<file path="src/rtl/trd_pkg.sv">
package trd_pkg;

   // Acknowledge sequencing: a load is followed one cycle later by the toggle.
   typedef enum logic {
      ACK_IDLE = 1'b0,
      ACK_DUE  = 1'b1
   } ack_state_e;

   // Pointer width for a ring of d entries (at least one bit).
   function automatic int unsigned ring_ptr_bits(input int unsigned d);
      return (d <= 2) ? 1 : $clog2(d);
   endfunction

   // True when d is a power of two, so pointers may wrap naturally.
   function automatic bit is_pow2(input int unsigned d);
      return (d != 0) && ((d & (d - 1)) == 0);
   endfunction

endpackage

</file>
<file path="src/rtl/trd_req_detect.sv">
module trd_req_detect #(
   parameter int unsigned STAGES = 2
) (
   input  logic clk,
   input  logic rst_n,
   input  logic async_lvl,
   output logic req_o
);
   localparam int unsigned LAST = STAGES - 1;

   if (STAGES < 2) begin : g_bad_stages
      $error("trd_req_detect: STAGES must be at least 2");
   end

   logic [STAGES-1:0] chain_q;
   logic              dly_q;

   for (genvar k = 0; k < STAGES; k++) begin : g_stage
      if (k == 0) begin : g_first
         always_ff @(posedge clk or negedge rst_n) begin
            if (!rst_n) chain_q[0] <= 1'b0;
            else        chain_q[0] <= async_lvl;
         end
      end else begin : g_next
         always_ff @(posedge clk or negedge rst_n) begin
            if (!rst_n) chain_q[k] <= 1'b0;
            else        chain_q[k] <= chain_q[k-1];
         end
      end
   end

   always_ff @(posedge clk or negedge rst_n) begin
      if (!rst_n) dly_q <= 1'b0;
      else        dly_q <= chain_q[LAST];
   end

   // Any level change of the synchronized line is one request.
   assign req_o = chain_q[LAST] ^ dly_q;

endmodule

</file>
<file path="src/rtl/trd_fifo.sv">
module trd_fifo
   import trd_pkg::*;
#(
   parameter int unsigned W     = 47,
   parameter int unsigned DEPTH = 16
) (
   input  logic         clk,
   input  logic         rst_n,
   input  logic         push_req,
   input  logic [W-1:0] push_data,
   input  logic         pop_req,
   output logic [W-1:0] head_data,
   output logic         empty_o,
   output logic         full_o
);
   localparam int unsigned PTR_W = ring_ptr_bits(DEPTH);
   localparam int unsigned CNT_W = $clog2(DEPTH + 1);
   localparam bit          POW2  = is_pow2(DEPTH);
   localparam logic [CNT_W-1:0] CNT_MAX  = CNT_W'(DEPTH);
   localparam logic [PTR_W-1:0] PTR_LAST = PTR_W'(DEPTH - 1);

   if (DEPTH < 2) begin : g_bad_depth
      $error("trd_fifo: DEPTH must be at least 2");
   end
   if (W < 1) begin : g_bad_width
      $error("trd_fifo: W must be at least 1");
   end

   logic [W-1:0]     mem [DEPTH];
   logic [PTR_W-1:0] wr_ptr_q, rd_ptr_q, wr_ptr_nxt, rd_ptr_nxt;
   logic [CNT_W-1:0] count_q;
   logic             do_push, do_pop;

   assign empty_o = (count_q == '0);
   assign full_o  = (count_q == CNT_MAX);
   assign do_push = push_req && !full_o;
   assign do_pop  = pop_req  && !empty_o;
   assign head_data = mem[rd_ptr_q];

   if (POW2) begin : g_wrap_natural
      assign wr_ptr_nxt = wr_ptr_q + 1'b1;
      assign rd_ptr_nxt = rd_ptr_q + 1'b1;
   end else begin : g_wrap_compare
      assign wr_ptr_nxt = (wr_ptr_q == PTR_LAST) ? '0 : wr_ptr_q + 1'b1;
      assign rd_ptr_nxt = (rd_ptr_q == PTR_LAST) ? '0 : rd_ptr_q + 1'b1;
   end

   always_ff @(posedge clk) begin
      if (do_push) mem[wr_ptr_q] <= push_data;
   end

   always_ff @(posedge clk or negedge rst_n) begin
      if (!rst_n) begin
         wr_ptr_q <= '0;
         rd_ptr_q <= '0;
         count_q  <= '0;
      end else begin
         if (do_push) wr_ptr_q <= wr_ptr_nxt;
         if (do_pop)  rd_ptr_q <= rd_ptr_nxt;
         unique case ({do_push, do_pop})
            2'b10:   count_q <= count_q + 1'b1;
            2'b01:   count_q <= count_q - 1'b1;
            default: count_q <= count_q;
         endcase
      end
   end

   AST_NO_OVERFLOW: assert property (@(posedge clk) disable iff (!rst_n)
      (push_req && full_o && !pop_req) |=> (count_q == $past(count_q)));
   AST_EMPTY_HOLDS: assert property (@(posedge clk) disable iff (!rst_n)
      (empty_o && !push_req) |=> empty_o);
   AST_SAME_EDGE_KEEPS: assert property (@(posedge clk) disable iff (!rst_n)
      (push_req && pop_req && !full_o && !empty_o) |=> (count_q == $past(count_q)));

endmodule

</file>
<file path="src/rtl/trd_out_stage.sv">
module trd_out_stage
   import trd_pkg::*;
#(
   parameter int unsigned W = 47
) (
   input  logic         clk,
   input  logic         rst_n,
   input  logic         req_i,
   input  logic         fifo_empty_i,
   input  logic [W-1:0] head_i,
   output logic         pop_o,
   output logic [W-1:0] data_o,
   output logic         ack_o
);
   ack_state_e   st_q;
   logic [W-1:0] data_q;
   logic         ack_q;

   assign pop_o = req_i && !fifo_empty_i;

   always_ff @(posedge clk or negedge rst_n) begin
      if (!rst_n) begin
         data_q <= '0;
         ack_q  <= 1'b0;
         st_q   <= ACK_IDLE;
      end else begin
         if (req_i) data_q <= fifo_empty_i ? '0 : head_i;
         if (st_q == ACK_DUE) ack_q <= ~ack_q;
         st_q <= req_i ? ACK_DUE : ACK_IDLE;
      end
   end

   assign data_o = data_q;
   assign ack_o  = ack_q;

   AST_ACK_AFTER_LOAD: assert property (@(posedge clk) disable iff (!rst_n)
      (ack_q != $past(ack_q)) |-> $past(req_i, 2));
   AST_ZERO_ON_EMPTY: assert property (@(posedge clk) disable iff (!rst_n)
      (req_i && fifo_empty_i) |=> (data_q == '0));
   AST_DATA_HOLD: assert property (@(posedge clk) disable iff (!rst_n)
      !req_i |=> $stable(data_q));

endmodule

</file>
<file path="src/rtl/rec_toggle_readout.sv">
module rec_toggle_readout #(
   parameter int unsigned REC_W       = 47,
   parameter int unsigned DEPTH       = 16,
   parameter int unsigned SYNC_STAGES = 2
) (
   input  logic             clk,
   input  logic             rst_n,
   input  logic             cap_valid,
   input  logic [REC_W-1:0] cap_data,
   output logic             cap_ready,
   input  logic             rd_next,
   output logic             rd_ready,
   output logic             rd_avail,
   output logic [REC_W-1:0] rd_data
);
   logic             req;
   logic             pop;
   logic             fifo_empty;
   logic             fifo_full;
   logic [REC_W-1:0] head;

   trd_req_detect #(.STAGES(SYNC_STAGES)) u_req (
      .clk       (clk),
      .rst_n     (rst_n),
      .async_lvl (rd_next),
      .req_o     (req)
   );

   trd_fifo #(.W(REC_W), .DEPTH(DEPTH)) u_fifo (
      .clk       (clk),
      .rst_n     (rst_n),
      .push_req  (cap_valid),
      .push_data (cap_data),
      .pop_req   (pop),
      .head_data (head),
      .empty_o   (fifo_empty),
      .full_o    (fifo_full)
   );

   trd_out_stage #(.W(REC_W)) u_out (
      .clk          (clk),
      .rst_n        (rst_n),
      .req_i        (req),
      .fifo_empty_i (fifo_empty),
      .head_i       (head),
      .pop_o        (pop),
      .data_o       (rd_data),
      .ack_o        (rd_ready)
   );

   assign cap_ready = !fifo_full;
   assign rd_avail  = !fifo_empty;

   AST_AVAIL_FALL_ON_POP: assert property (@(posedge clk) disable iff (!rst_n)
      $fell(rd_avail) |-> $past(pop));
   AST_AVAIL_RISE_ON_PUSH: assert property (@(posedge clk) disable iff (!rst_n)
      $rose(rd_avail) |-> $past(cap_valid));

endmodule

</file>
<file path="config.mk">
export PLATFORM = sky130hd
export DESIGN_NAME = rec_toggle_readout
export DESIGN_NICKNAME = d
export VERILOG_FILES = /design/src/rtl/trd_pkg.sv /design/src/rtl/trd_req_detect.sv /design/src/rtl/trd_fifo.sv /design/src/rtl/trd_out_stage.sv /design/src/rtl/rec_toggle_readout.sv
export SDC_FILE = /design/constraint.sdc
export NUM_CORES = 1
export LEC_CHECK = 0
export ABC_AREA = 1
export BUFFER_PORTS_ARGS = -buffer_cell sky130_fd_sc_hd__buf_2
export CORE_ASPECT_RATIO = 0.8
export CORE_MARGIN = 5
export CORE_UTILIZATION = 40
export CTS_BUF_LIST = sky130_fd_sc_hd__clkbuf_8 sky130_fd_sc_hd__clkbuf_16
export DETAILED_ROUTE_END_ITERATION = 6
export GPL_TIMING_DRIVEN = 1
export PLACE_DENSITY = 0.63
export REMOVE_ABC_BUFFERS = 1
export SYNTH_ARGS = -nofsm -noshare
export SYNTH_HDL_FRONTEND = slang
export SYNTH_SLANG_ARGS = --single-unit
</file>
<file path="constraint.sdc">
create_clock -name clk -period 9.1 [get_ports clk]
set_input_delay 0.91 -clock clk [delete_from_list [all_inputs] [get_ports clk]]
set_output_delay 0.91 -clock clk [all_outputs]
set_load 0.05 [all_outputs]
</file>
==> impl_summary.md, run 1 <==
GRT
For this run, global-route usage on met1 was measured as 0.249. The first global-routing pass estimated 130000 um of wire. Entering global routing, the biggest net connects 183 pins.

For this run, the total global-route usage over all layers was measured as 0.182. The remaining global-route overflow is 0. The fraction of met2 tracks used by global routing is 0.306. The met3 layer usage reported by global route is 0.0315.

The global routing's busiest layer is met2. The number of global-route vias before repair is 21200. The number of antenna violations at the first check in global routing is 9.

Die
The area inside the core boundary is ~87000 um^2. Measured along the y axis, the die boundary spans between 200 and 300 um. Pin placement for this block handled a little over 100 I/O pins. The row count is 97. The die covers between 90000 and 100000 um^2. Measured along the x axis, the die boundary spans 340 um. The initial utilization of the core area, before any placement, comes to 0.401.

Run status
The run finished with clean final reports.

Cells and area
The area taken by flip-flops and latches is 24200 um^2. Summing all multi-input logic gate instances after layout gives approximately 7700 um^2. In the final design database the tool counted about 3500 nets. The total non-filler cell area in the finished layout is 38900 um^2. In the final layout, the share of cells above drive strength 1 is 0.0798. The utilization of the core after routing is 0.447. The final-layout fill cell count is 8076. The area added between synthesis and finish is 11.4%.

The count of placed standard cells in the final layout, fillers left out is 4616.

Synth
Of all cell types, the one taking the most synthesized area is sky130_fd_sc_hd__edfxtp_1. The proportion of netlist area held by the largest area contributor is 0.646. The proportion of synthesized chip area in sequential cells is 0.693. The count of different cell masters after synthesis is 23. The count of warnings emitted by yosys is 0. By area the synthesized netlist is led by sky130_fd_sc_hd__edfxtp_1 (65%), sky130_fd_sc_hd__nand2_1 (13%), sky130_fd_sc_hd__nand3_1 (8.2%), sky130_fd_sc_hd__inv_1 (6.3%), sky130_fd_sc_hd__dfrtp_1 (4.7%). The synthesized netlist occupies a cell area of 34900 um^2. The per-instance average area after synthesis is between 10 and 15 um^2. The cell count after synthesis is between 3000 and 4000. The total of flip-flops plus latches after synthesis is approximately 820.

Placed design
After legalization and detailed placement, the total HPWL measured 38400 um. The total cell area at the placement stage is 36300 um^2. The pre-CTS worst setup slack is 4870 ps. In this run the tool buffered the top-level ports with 100 buffer cells.

The cell count after placement is 4465. At the end of routability-driven placement, the weighted congestion stood at 0.750.

Routing
The per-cell via count in the routed design is about 4.8. For this block, the initial DRC count from the detailed router was slightly below 2000. For this block, the routed nets add up to 86400 um of wire.

The remaining design rule violation count is 0. The remaining antenna violation count is 0. The length of the first detailed-routing pass in iterations is 5. The routed via count is 22400. The average wire per standard cell is 18.7 um.

Clock tree
The count of instances resized after the clock tree is built is 0. Counting along the longest clock path gives a buffer depth of 3. The buffer type at the clock tree root is sky130_fd_sc_hd__clkbuf_16. The number of clock buffers inserted by TritonCTS is 81.

The clock tree synthesis step divided the H-tree into 3 levels. The TritonCTS clock tree is built. The post-CTS repair timing setup buffer count is 0. The later pin in the worst-skew pair is clocked with a latency of 640 ps. After clock tree synthesis, the clock-pin slew on the worst setup and hold paths is 60 ps. The count of hold-fix buffers inserted at cts is 0. For this design, the sink count on the clock tree is 817.

Worst setup path
The startpoint of the worst setup timing path is u_fifo.rd_ptr_q[0]. STA classifies the critical path endpoint as a register. The startpoint kind of the worst setup timing path is a register. The stage delay of the slowest cell on the critical path is around 980 ps. The internal reg-to-reg setup slack is roughly 4800 ps.

For this design, the slowest cell found on the critical path is sky130_fd_sc_hd__buf_4. The critical path is of the reg -> reg type. The worst reg-to-reg path cell count is 11. The worst register-to-register path begins at u_fifo.rd_ptr_q[0]. The maximum net fanout on the critical path is 182. The most numerous cell type found on the critical path is sky130_fd_sc_hd__nand2_1. Traced cell by cell, the critical path runs through clkinv_8 -> buf_4 -> buf_4 -> nand2_1 -> nand2_1 -> nand2_1 -> nand3_1 -> nand3_1 -> nand2_1 -> nand2_1 -> nand2_1. For the worst setup path, the data required time is 9660 ps.

In this run the critical register-to-register path is captured at u_out.data_o[6]. For the worst setup path, the data arrival time is 4890 ps.

Timing
The slack of the critical path is about 4800 ps. On the final layout, the worst clock skew is 15.3 ps. For this run, the top clock speed supported by timing is 0.231 GHz. The final period demand of the worst path is approximately 4300 ps.

Measured against its own limit, the worst slew margin works out to 0.150. Setup repair after global routing left no endpoint under its margin. The final hold violation count was 0. The final-report max-slew violation count was 0.

For the pin with the worst max-slew slack, the measured transition is 1280 ps. Setup violations remaining at the end of the flow were counted as 0. In the finished design, the share of the clock period the worst path needs comes to 0.476.

Power and ir drop
The analysis attributes to cell leakage a power of 16.9 nW. In this run the power density over the cells is 304 nW/um^2. IR analysis of the VDD net gives a maximum drop of 0.318 mV.

Flow run
The number of violations of the max-capacitance limit is 0.

Min path
In this run the worst hold path is classified as in -> async.
## report_power, final
group | switching [W] | leakage, nW | internal (W)
registers | 0.000257 | 7.59 | 0.00454
clock network | 0.00141 | 1.31 | 0.00186
logic | 0.00276 | 7.97 | 0.000990
## synthesized netlist by cell type
cell / instances
sky130_fd_sc_hd__nor4_2: 1
sky130_fd_sc_hd__dfrtp_1: 65
sky130_fd_sc_hd__or2_2: 1
sky130_fd_sc_hd__nor3_1: 16
sky130_fd_sc_hd__inv_1: 585
sky130_fd_sc_hd__buf_1: 14
sky130_fd_sc_hd__a21oi_1: 1
sky130_fd_sc_hd__nand2_1: 1174
sky130_fd_sc_hd__xor2_1: 6
sky130_fd_sc_hd__o21ai_0: 4
sky130_fd_sc_hd__buf_2: 73
sky130_fd_sc_hd__inv_2: 2
sky130_fd_sc_hd__ha_1: 9
sky130_fd_sc_hd__nand2_2: 1
sky130_fd_sc_hd__buf_6: 9
sky130_fd_sc_hd__edfxtp_1: 752
sky130_fd_sc_hd__xnor2_1: 3
sky130_fd_sc_hd__o21bai_1: 1
sky130_fd_sc_hd__nand3_1: 570
sky130_fd_sc_hd__clkbuf_1: 31
sky130_fd_sc_hd__buf_4: 40
sky130_fd_sc_hd__inv_4: 1
sky130_fd_sc_hd__a21boi_0: 1
## state kept, by name, indices dropped and copies added, names as in the netlist
name / cells
u_out.st_q: 1
u_req.dly_q: 1
u_out.data_o: 47
u_fifo.rd_ptr_q: 4
u_out.ack_o: 1
u_fifo.count_q: 5
u_fifo.mem: 752
u_fifo.wr_ptr_q: 4
u_req.chain_q: 2
## cell type report
| cell class | count | share of cell area |
|---|---|---|
| Antenna cell | 5 | 0.000322 |
| Sequential cell | 817 | 0.622 |
| Timing Repair Buffer | 134 | 0.0198 |
| Tap cell | 1138 | 0.0366 |
| Inverter | 588 | 0.0572 |
| Clock inverter | 62 | 0.0130 |
| Multi-Input combinational cell | 1788 | 0.197 |
| Clock buffer | 84 | 0.0534 |
## per-layer routing
metal  share of wire  up-vias  wire, um
met5         0.00032        -        28
met4           0.020        4      1720
met3           0.063      129      5440
met2            0.48      652     41200
met1            0.44    10700     38000
li1                -    10900         -
## cell families (layout without fill, tap and decap cells)
| logic type | Yosys count | count (layout) | synth area share |
|---|---|---|---|
| simple gates | 1763 | 1763 | 0.211 |
| flops | 817 | 817 | 0.693 |
| buf+inv | 755 | 868 | 0.0900 |
| fa+ha+maj | 9 | 9 | 0.00322 |
| xor+xnor | 9 | 9 | 0.00226 |
| compound gates | 7 | 7 | 0.00115 |
| other cells | 0 | 5 | 0 |
## worst max-delay path: cells and delay by family, from the launching register on
family | cells | cell delay [ps]
buffers and inverters | 3 | 2590
DFF | 1 | 720
and+or+nand+nor | 8 | 730
## per-stage QoR
stage	total power [W]	hold slack [ps]	TNS, ps
after floorplan	0.00768	331	-109460
after global placement	0.00859	335	0
after detailed placement	0.00863	347	0
after CTS	0.0119	228	0
after global routing	0.0125	235	0
final	0.0118	232	0
## worst max path at each step
stage                       end  slack, ps
2_1_floorplan  u_out.data_o[10]      -2290
3_3_place_gp    u_out.data_o[3]       4900
3_5_place_dp   u_out.data_o[25]       4870
4_1_cts         u_out.data_o[6]       4860
5_1_grt         u_out.data_o[6]       4530
6_report        u_out.data_o[6]       4770
## placed cells by master (no fill, tap or decap), drive strengths merged, types with 3 or more instances in the layout
cell type,n
bufinv,7
nand2,1175
clkbuf,84
nand3,570
nor3,16
o21ai,4
clkinvlp,5
clkinv,35
xor2,6
ha,9
inv,603
dfrtp,65
xnor2,3
edfxtp,752
buf,134
diode,5
No activity file was read; power rests on OpenSTA's default activity.
==> run 2, diff against run 1 <==
- ABC_AREA: 1 -> 0
- clock period: 9.1 -> 4.13 ns (I/O delays scaled with it)
==> run 2 against run 1 <==
Non-clock buffer count grew 18. Cell area shrank 7.6%. Clock skew grew 13 ps. Total power grew 120%. Clock-buffer cell count grew 10. Synthesized cell count shrank 60%. Critical path depth shrank 1. Via count shrank 38%. Combinational power grew 91%. Wire length shrank 25%. Critical endpoint is now u_fifo.count_q[4].
==> impl_summary.md, run 2 <==
Routing
The per-cell via count in the routed design was 5.38 (+11%). The remaining antenna violation count is 0 (unchanged). The length of the first detailed-routing pass in iterations is 5 (unchanged).

The remaining design rule violation count is 0 (unchanged). The total detailed-routing wirelength was 65000 um (-25%). The initial DRC count is 1407 (-28%). The routed via count was 14000 (-38%). The average wire per standard cell was 25.0 um (+34%).

Worst setup path
The data required time of the critical path is 4620 ps (-5040 ps). The worst reg-to-reg path cell count is 10 (-1). The data arrival time of the worst path came to 3820 ps (-1070 ps). The stage delay of the slowest cell on the critical path came to 870 ps (-110 ps). The critical path is of the reg -> reg type.

Counting stages on the worst path, the most repeated cell is sky130_fd_sc_hd__ha_1. The internal reg-to-reg setup slack is 800 ps (-3970 ps). The cell depth of the worst setup path is 10 (-1). The slowest stage of the critical path is the sky130_fd_sc_hd__a21boi_1 cell. The startpoint kind of the worst setup timing path is a register. The element type at the critical path end is a register. The reg-to-reg critical path endpoint is u_fifo.count_q[4]. The most critical setup path has its endpoint at u_fifo.count_q[4]. Walking the worst path, the cells encountered are nor4_2 -> a21boi_1 -> inv_1 -> ha_1 -> xor2_1 -> ha_1 -> o211a_1 -> o31ai_1 -> a31oi_1 -> xnor2_1. The count of buffer and inverter cells on the critical path is 1 (-2). In this run the worst setup path begins at u_fifo.count_q[2].

The kind of cell with the highest combined delay on the critical path is compound AO/OA/AOI/OAI gates. In this run the critical register-to-register path is launched from u_fifo.count_q[2]. The maximum net fanout on the critical path is 9 (-95%).

Cells and area
The number of flip-flops in the largest register is 752 (unchanged). Leaving out fill and tap cells, the most frequent cells in the layout are sky130_fd_sc_hd__edfxtp_1 (752), sky130_fd_sc_hd__mux4_2 (188), sky130_fd_sc_hd__mux2i_1 (141), sky130_fd_sc_hd__buf_2 (99), sky130_fd_sc_hd__clkbuf_16 (83). The net count reported at finish is 1568 (-55%).

Leaving out fill and tap cells, the most frequent cell in the layout is sky130_fd_sc_hd__edfxtp_1. The count of placed standard cells in the final layout, fillers left out is 2600 (-44%). The share of cells above drive strength 1 is 0.312 (+0.232). Relative to the synthesized area, the layout overhead comes to 15.3%. u_fifo.mem holds more flip-flops than any other register.

The final-layout fill cell count is 6337 (-22%).

Timing
The highest clock rate was 0.300 GHz (+30%). The final-report max-slew violation count is 0 (unchanged). The clock skew is 28.3 ps (+13.0 ps). The transition time at the pin with the least slew margin is 1080 ps (-194 ps). The worst relative slew slack came to 0.278 (+0.128). The total setup violations reported at the end of the flow was 0 (unchanged). The final hold violation count is 0 (unchanged). Setup repair after global routing left no endpoint under its margin. The final period utilization is 0.807 (+0.331). The final period demand of the worst path was 3330 ps (-997 ps). The slack of the critical path is 795 ps (-3970 ps).

GRT
The remaining global-route overflow is 0 (unchanged). The pin count of the biggest net entering global routing came to 53 (-71%). The global router's overall resource usage is 0.157 (-0.0247). The global-route wire length before repair is 98300 um (-24%). The number of antenna violations at the first check in global routing came to 5 (-4). The number of global-route vias before repair is 14800 (-30%).

Synth
sky130_fd_sc_hd__edfxtp_1 is the most common cell in the netlist. By area, the combinational part of the netlist is dominated by multiplexers. The mapped cell area is 31200 um^2 (-11%). The flip-flop cell with the highest count after synthesis is sky130_fd_sc_hd__edfxtp_1. After synthesis, the cell types taking the most area are sky130_fd_sc_hd__edfxtp_1 (72%), sky130_fd_sc_hd__mux4_2 (14%), sky130_fd_sc_hd__dfrtp_1 (5.2%), sky130_fd_sc_hd__mux2i_1 (4.5%), sky130_fd_sc_hd__a22o_1 (1.3%). The cell count after synthesis came to 1348 (-60%).

The xor and xnor area share after synthesis is 0.00365 (+0.00139). The proportion of netlist area held by the largest area contributor is 0.724 (+0.0777). The complex-gate fraction of the synthesized area came to 0.0160 (+0.0149). The proportion of synthesized chip area in sequential cells came to 0.776 (+0.0833). The count of warnings emitted by yosys is 0 (unchanged).

The per-instance average area after synthesis is 23.1 um^2 (+120%). The synthesized-area fraction occupied by and/or/nand/nor cells is 0.00561 (-0.205). The total of flip-flops plus latches after synthesis is 817 (unchanged).

The count of different cell masters after synthesis is 31 (+35%). The number of enable flip-flop cells after synthesis is 752 (unchanged). The adder and majority cell fraction of the synthesized area was 0.00361 (+0.000387).

The commonest cells after synthesis are sky130_fd_sc_hd__edfxtp_1 (752), sky130_fd_sc_hd__mux4_2 (188), sky130_fd_sc_hd__mux2i_1 (141). The multiplexer area fraction after synthesis is 0.182 (+0.182). Of all cell types, the one taking the most synthesized area is sky130_fd_sc_hd__edfxtp_1. The async set-or-reset flop fraction in the synthesized netlist is 0.0796 (unchanged).

Run status
The flow ran to the end, and the final reports show no timing, DRC or antenna violations.

Die
The area inside the core boundary is 77200 um^2 (-11%). The die span in x is 322 um (-5.4%). The floorplan die height is 260 um (-5.3%). The effective utilization at floorplan is 0.404 (+0.00307). The overall die area is 83700 um^2 (-10%). The row count is 91 (-6.2%).

The number of ports placed on the die boundary is 101 (unchanged).

Placed design
The pre-CTS worst setup slack is 893 ps (-3980 ps). The count of buffers from port buffering was 100 (unchanged). The half-perimeter wire length after placement was 35900 um (-6.4%). The final weighted congestion in routability-driven placement came to 0.732 (-2.4%). The cell count after placement is 2447 (-45%).

Clock tree
TritonCTS built the clock tree. The clock insertion delay at the later pin of the skew report is 630 ps (about the same). The buffer levels on the longest clock path is 3 (unchanged).

The count of instances resized after the clock tree is built is 0 (unchanged). The maximum level of the CTS H-tree is 3 (unchanged). The number of clock buffers inserted by TritonCTS is 80 (-1.2%).

The tree is rooted in a sky130_fd_sc_hd__clkbuf_16. The number of clock sinks seen by CTS was 817 (unchanged). The post-CTS repair timing setup buffer count is 0 (unchanged). The clock transition at the registers of the reported paths was 60 ps (about the same).

Power and ir drop
The peak ir drop on the vdd network is 0.432 mV (+36%). The leakage power summed over all cells was 12.1 nW (-28%). The power per cell area was 707 nW/um^2 (+130%).

Min path
The path class of the lowest-slack min-delay path is in -> reg.

Flow run
The number of violations of the max-capacitance limit is 0 (unchanged).
## run 2: final cells by class
cell class                 count  area (um^2)  area share
timing repair buffer         152         1020      0.0285
tap                         1023         1280      0.0356
clock buffer                  94         2230      0.0619
sequential                   817        24200       0.673
multi-input combinational    451         6700       0.186
inverter                       6         22.5    0.000626
antenna                        1         2.50   0.0000696
clock inverter                56          495      0.0138
## run 2: power by group
part           total (W)  leakage [nW]  switching [W]  internal (W)
logic            0.00715          3.16        0.00395       0.00320
clock network    0.00737          1.41        0.00305       0.00431
registers         0.0109          7.57       0.000815        0.0101
## run 2: cell families after synthesis
group                    Yosys count
buffers and inverters             80
XOR/XNOR                          13
flip-flops                       817
AND/OR/NAND/NOR                   37
multiplexers                     331
adder cells (fa/ha/maj)            9
AO/OA/AOI/OAI                     61
## run 2: how the worst min path moves through the flow
stage	start	endpoint	slack (ps)	depth (start not counted)
floorplan	rst_n	u_fifo.count_q[0]	120	0
global placement	u_req.chain_q[0]	u_req.chain_q[1]	340	0
detailed placement	u_req.chain_q[0]	u_req.chain_q[1]	340	0
CTS	cap_data[42]	u_fifo.mem[14][42]	110	1
global route	cap_data[42]	u_fifo.mem[14][42]	130	1
finish	cap_data[28]	u_fifo.mem[13][28]	150	1
## run 2: timing repair
| action | CTS | global route |
|---|---|---|
| endpoints found under the setup margin | 0 | 0 |
| hold buffers | 2 | 0 |
| endpoints found under the hold margin | 31 | 0 |
## run 2: per-layer routing
metal	global-route usage	up-vias	part of all wire
met5	0	-	0.00094
met2	0.250	350	0.48
met1	0.230	7533	0.45
li1	-	6003	-
met4	0.0321	8	0.015
met3	0.0306	89	0.054
## run 2: per-stage QoR
stage	cell area [um^2]	total power, W	util	hold slack (ps)	setup TNS [ps]
3_5_place_dp	33200	0.0184	0.430	343	0
3_3_place_gp	33200	0.0183	0.430	344	0
2_1_floorplan	30800	0.0163	-	117	-359930
5_1_grt	36000	0.0267	0.466	129	0
4_1_cts	36000	0.0258	0.466	107	0
6_report	36000	0.0254	0.466	150	0
## run 2: worst register-to-register path, stage by stage (launching register included)
cell and delay, ps:
sky130_fd_sc_hd__dfrtp_1 500, sky130_fd_sc_hd__nor4_2 140, sky130_fd_sc_hd__a21boi_1 870, sky130_fd_sc_hd__inv_1 160, sky130_fd_sc_hd__ha_1 360, sky130_fd_sc_hd__xor2_1 200, sky130_fd_sc_hd__ha_1 240, sky130_fd_sc_hd__o211a_1 240
sky130_fd_sc_hd__o31ai_1 260, sky130_fd_sc_hd__a31oi_1 110, sky130_fd_sc_hd__xnor2_1 160
